<file path="config.mk">
export PLATFORM = sky130hd
export DESIGN_NAME = sysclk_presc
export DESIGN_NICKNAME = d
export VERILOG_FILES = /design/src/rtl/sysclk_presc_pkg.sv /design/src/rtl/sysclk_mode_reg.sv /design/src/rtl/sysclk_src_div.sv /design/src/rtl/sysclk_cycle_div.sv /design/src/rtl/sysclk_presc.sv
export SDC_FILE = /design/constraint.sdc
export NUM_CORES = 1
export LEC_CHECK = 0
export BUFFER_PORTS_ARGS = -buffer_cell sky130_fd_sc_hd__buf_2
export CORE_MARGIN = 5
export CORE_UTILIZATION = 37
export DETAILED_ROUTE_END_ITERATION = 10
export PLACE_DENSITY_LB_ADDON = 0.15
export SYNTH_ARGS = -nofsm -noshare
export SYNTH_HDL_FRONTEND = slang
export SYNTH_SLANG_ARGS = --single-unit
</file>
<file path="constraint.sdc">
create_clock -name clk -period 1.98 [get_ports clk]
set_input_delay 0.297 -clock clk [delete_from_list [all_inputs] [get_ports clk]]
set_output_delay 0.297 -clock clk [all_outputs]
set_load 0.005 [all_outputs]
</file>
<file path="src/rtl/sysclk_presc_pkg.sv">
package sysclk_presc_pkg;

    localparam int MODE_W   = 4;
    localparam int DIV_W    = 2;
    localparam int NSRC     = 3;
    localparam int MAX_DIV  = (1 << ((1 << DIV_W) - 1));
    localparam int CNT_W    = $clog2(MAX_DIV);
    localparam int INST_DIV = 3;
    localparam int PH_W     = $clog2(INST_DIV + 1);

    typedef enum logic [1:0] {
        SRC_RING = 2'd0,
        SRC_MAIN = 2'd1,
        SRC_SUB  = 2'd2
    } src_e;

    typedef struct packed {
        logic [DIV_W-1:0] div;
        src_e             src;
    } clk_cfg_t;

    localparam clk_cfg_t CFG_RESET = '{div: {DIV_W{1'b1}}, src: SRC_RING};

    // Divide code and sub-clock bit plus main/ring flag into a setting.
    function automatic clk_cfg_t decode_mode(logic [DIV_W-1:0] div_code,
                                             logic sub_bit,
                                             logic use_main);
        clk_cfg_t c;
        c.div = div_code;
        if (sub_bit)
            c.src = SRC_SUB;
        else if (use_main)
            c.src = SRC_MAIN;
        else
            c.src = SRC_RING;
        return c;
    endfunction

    // Count value of the last source tick in a period.
    function automatic logic [CNT_W-1:0] last_count(logic [DIV_W-1:0] div_code);
        return CNT_W'((1 << div_code) - 1);
    endfunction

endpackage

</file>
<file path="src/rtl/sysclk_mode_reg.sv">
module sysclk_mode_reg
    import sysclk_presc_pkg::*;
(
    input  logic              clk,
    input  logic              rst,
    input  logic              wr_en,
    input  logic [MODE_W-1:0] wr_mode,
    input  logic              wr_use_main,
    input  logic              commit,
    output clk_cfg_t          active_cfg
);

    clk_cfg_t pending_q;
    clk_cfg_t active_q;
    clk_cfg_t wr_cfg;

    logic unused_mode_bit1;
    assign unused_mode_bit1 = wr_mode[1];

    always_comb begin
        wr_cfg = decode_mode(wr_mode[MODE_W-1 -: DIV_W], wr_mode[0], wr_use_main);
    end

    always_ff @(posedge clk) begin
        if (rst) begin
            pending_q <= CFG_RESET;
            active_q  <= CFG_RESET;
        end else begin
            if (wr_en)
                pending_q <= wr_cfg;
            if (commit)
                active_q <= pending_q;
        end
    end

    assign active_cfg = active_q;

endmodule

</file>
<file path="src/rtl/sysclk_src_div.sv">
module sysclk_src_div
    import sysclk_presc_pkg::*;
(
    input  logic            clk,
    input  logic            rst,
    input  logic [NSRC-1:0] src_ticks,
    input  clk_cfg_t        cfg,
    output logic            period_end,
    output logic            sys_en
);

    logic [CNT_W-1:0] cnt_q;
    logic             tick;
    logic [NSRC-1:0]  sel_onehot;

    genvar gi;
    generate
        for (gi = 0; gi < NSRC; gi++) begin : g_sel
            assign sel_onehot[gi] = (cfg.src == src_e'(gi)) && src_ticks[gi];
        end
    endgenerate

    assign tick       = |sel_onehot;
    assign period_end = tick && (cnt_q == last_count(cfg.div));

    always_ff @(posedge clk) begin
        if (rst) begin
            cnt_q  <= '0;
            sys_en <= 1'b0;
        end else begin
            sys_en <= period_end;
            if (period_end)
                cnt_q <= '0;
            else if (tick)
                cnt_q <= cnt_q + 1'b1;
        end
    end

endmodule

</file>
<file path="src/rtl/sysclk_cycle_div.sv">
module sysclk_cycle_div
    import sysclk_presc_pkg::*;
(
    input  logic            clk,
    input  logic            rst,
    input  logic            step,
    output logic            inst_en,
    output logic [PH_W-1:0] phase
);

    localparam logic [PH_W-1:0] PH_LAST = PH_W'(INST_DIV - 1);

    always_ff @(posedge clk) begin
        if (rst) begin
            phase   <= '0;
            inst_en <= 1'b0;
        end else begin
            inst_en <= 1'b0;
            if (step) begin
                if (phase == PH_LAST) begin
                    phase   <= '0;
                    inst_en <= 1'b1;
                end else begin
                    phase <= phase + 1'b1;
                end
            end
        end
    end

endmodule

</file>
<file path="src/rtl/sysclk_presc.sv">
module sysclk_presc
    import sysclk_presc_pkg::*;
(
    input  logic        clk,
    input  logic        rst,
    input  logic        ref_main,
    input  logic        ref_ring,
    input  logic        ref_sub,
    input  logic        wr_en,
    input  logic [3:0]  wr_mode,
    input  logic        wr_use_main,
    output logic        sys_en,
    output logic        inst_en,
    output logic [1:0]  phase
);

    clk_cfg_t        active_cfg;
    logic            period_end;
    logic [NSRC-1:0] src_ticks;

    always_comb begin
        src_ticks                 = '0;
        src_ticks[int'(SRC_RING)] = ref_ring;
        src_ticks[int'(SRC_MAIN)] = ref_main;
        src_ticks[int'(SRC_SUB)]  = ref_sub;
    end

    sysclk_mode_reg u_mode (
        .clk         (clk),
        .rst         (rst),
        .wr_en       (wr_en),
        .wr_mode     (wr_mode),
        .wr_use_main (wr_use_main),
        .commit      (period_end),
        .active_cfg  (active_cfg)
    );

    sysclk_src_div u_div (
        .clk        (clk),
        .rst        (rst),
        .src_ticks  (src_ticks),
        .cfg        (active_cfg),
        .period_end (period_end),
        .sys_en     (sys_en)
    );

    sysclk_cycle_div u_cyc (
        .clk     (clk),
        .rst     (rst),
        .step    (period_end),
        .inst_en (inst_en),
        .phase   (phase)
    );

endmodule

</file>
==> out/results.ini <==
[run_status]
status = finished, final reports clean

[route]
drt-initial-drc-count = 2
via_per_inst = 5.13
firstDrtPassIters = 2
wl_mm = 1.12
vias = 523
ant_nets = 0
drc = 0
wl_per_cell_um = 10.9

[placement]
place_area_um2 = 719
hpwl_um = 802
dp_cells = 98
place_ws_ns = 0.267
gp_congestion = 0.795
io_buffers = 13

[power]
switching_share_pct = 22.1
pwr-share-clk_pct = 32.2
p_seq_share_pct = 60.9
p_int_mw = 0.407
irDropWorstVdd_v = 0.000443
powerDensity_mw_per_mm2 = 700
p_leak_nw = 0.301
combPwrFrac_pct = 6.9
p_sw_mw = 0.115

[global_routing]
grt_overflow = 0
grt_pass1_wl_mm = 1.93
antenna_found_initial = 0
grt_pass1_vias = 470
grt_util_all_layers_pct = 9.69
grt_start_max_net_pins = 18

[worst_setup_path]
crit_fanout = 5
crit_type = flop to flop
timing.rr.end = u_cyc.phase[1]$_SDFFE_PP0P_
required_ns = 2.18
end_kind = flop
cp-start-kind = flop
worstRegToRegCells = 5
crit_arrival_ns = 1.94
r2r_slack_ns = 0.24
rr_startpoint = u_mode.active_cfg[3]$_SDFFE_PP1P_

[clock_tree]
numClockSinks = 15
root_buffer = clkbuf_4
hold_buffers = 0
cts_made_buffers = 3
clockBufferDepth = 2
cts_resized = 0
clk_latency_ns = 0.28
cts_tree = done
clk_pin_slew_ns = 0.09
post_cts_buffers = 0
htree_num_levels = 1

[yosys]
synth_top_area_cell = dfxtp_1
syn_area_um2 = 638
netlist_instances = 70
synth_seq_area_share_pct = 47.1
synthDistinctLibCells = 24
syn-num-nets = 82
synth_top_cell_area_share_pct = 47.1
synth_warnings = 0
post_synth_main_area_contributors = dfxtp_1 47%, mux2i_1 7.8%, a21oi_1 6.3%
syn_avg_cell_area_um2 = 9.12
ys_seq_elements = 15

[sta]
hold_viol = 0
setup_slack_ns = 0.243
setup_tns_ns = 0
worstMarginPinSlew_ns = 0.318
relSlewSlack_pct = 78.8
fmax_ghz = 0.576
skew_ns = 0.00685
finalSetupViolCount = 0
fin_crit_ns = 1.74
drv_slew = 0
grt_setup_unrepaired = no
finalCritPeriodShare_pct = 87.7

[final_layout]
layout-drive-gt1-share_pct = 22.4
antennaDiodeCount = 0
area_growth_pct = 16.9
final_common_cell = dfxtp_1
design_area_um2 = 746
stdcell_count = 102
final_cell_mix = 15 x dfxtp_1, 13 x buf_2, 8 x a21oi_1, 8 x nor2_1
nets = 98
fillers = 189

[worst_hold_path]
holdPathStages = 2
hold_start = wr_mode[3]
hp-class = input pin to flop
holdPathEnd = u_mode.pending_q[3]$_SDFFE_PP1P_

[die]
dieHeight_um = 51.5
die_width_um = 51.5
core-area_mm2 = 0.00169
dieArea_mm2 = 0.00266
initial_core_util_pct = 37.8
io_pins = 15
rows = 15

[flow_run]
maxCapViolCount = 0

==> how the worst max path moves through the flow <==
stage	startpoint	slack [ns]	endpoint
after global routing	u_mode.active_cfg[2]$_SDFFE_PP1P_	0.14	u_cyc.phase[1]$_SDFFE_PP0P_
final	u_mode.active_cfg[3]$_SDFFE_PP1P_	0.24	u_cyc.phase[1]$_SDFFE_PP0P_
after floorplan	u_mode.active_cfg[2]$_SDFFE_PP1P_	0.38	u_cyc.phase[1]$_SDFFE_PP0P_
after global placement	u_mode.active_cfg[3]$_SDFFE_PP1P_	0.30	u_cyc.phase[1]$_SDFFE_PP0P_
after detailed placement	u_mode.active_cfg[2]$_SDFFE_PP1P_	0.27	u_cyc.phase[1]$_SDFFE_PP0P_
after CTS	u_mode.active_cfg[3]$_SDFFE_PP1P_	0.22	u_cyc.phase[1]$_SDFFE_PP0P_
==> critical path, cell delays in order, from the launching register on <==
cell,delay (ns)
dfxtp_1,0.34
or4_1,0.52
a21oi_2,0.17
o21ai_1,0.13
or3b_1,0.36
a21oi_1,0.14
==> synth_stat cells <==
library cell and count:
nor2b_1 3, nand3b_1 2, a21oi_1 8, nor3_1 3
nand3_1 2, buf_2 1, nand2b_1 1, or4_1 1
buf_1 1, o21ai_1 3, clkbuf_1 1, nor4b_2 1
dfxtp_1 15, ha_1 1, mux2i_1 5, nor2_1 8
a21oi_2 1, or3_1 2, nor3b_1 1, a211o_1 2
nand4b_1 1, or3b_1 1, nand2_1 5, o21a_1 1
==> registers in the layout (all words and copies together), names as in the netlist <==
register and count:
u_mode.pending_q 4, u_cyc.phase 2, u_div.sys_en 1, u_div.cnt_q 3
u_cyc.inst_en 1, u_mode.active_cfg 4
==> layer usage <==
layer	track usage (%)	up-vias	part of all wire [%]
li1	-	283	-
met1	12.0	233	51
met2	14.6	7	44
met3	3.44	0	4.8
met4	5.24	0	0
met5	0	-	0
==> metrics by stage <==
step | util (%) | hold WS, ns | total power [mW]
5_1_grt | 44.1 | 0.224 | 0.553
3_3_place_gp | 42.6 | 0.460 | 0.360
3_5_place_dp | 42.6 | 0.468 | 0.361
6_report | 44.1 | 0.218 | 0.522
2_1_floorplan | - | 0.415 | 0.346
4_1_cts | 44.1 | 0.208 | 0.533
==> cell families (layout without fill, tap and decap cells) <==
family / count (synthesis) / in the layout / synth area share [%]
compound gates: 15 / 15 / 13.9
fa+ha+maj: 1 / 1 / 1.96
buf+inv: 3 / 18 / 1.96
flops: 15 / 15 / 47.1
mux: 5 / 5 / 7.84
simple gates: 31 / 31 / 27.3
==> area by class of cell <==
class / instances / area (µm²) / area share (%)
clock buffers: 4 / 26.3 / 3.52
multi-input cells: 52 / 325 / 43.6
flip-flops and latches: 15 / 300 / 40.3
repair buffers: 14 / 72.6 / 9.73
well taps: 17 / 21.3 / 2.85
==> power groups by stage <==
stage	Clock (mW)	Sequential, mW	Combinational (mW)
floorplan	0	0.322	0.0235
global placement	0	0.324	0.0358
detailed placement	0	0.325	0.0369
CTS	0.179	0.317	0.0368
global route	0.193	0.319	0.0413
finish	0.168	0.318	0.0361
Power figures use the tool's default switching activity.
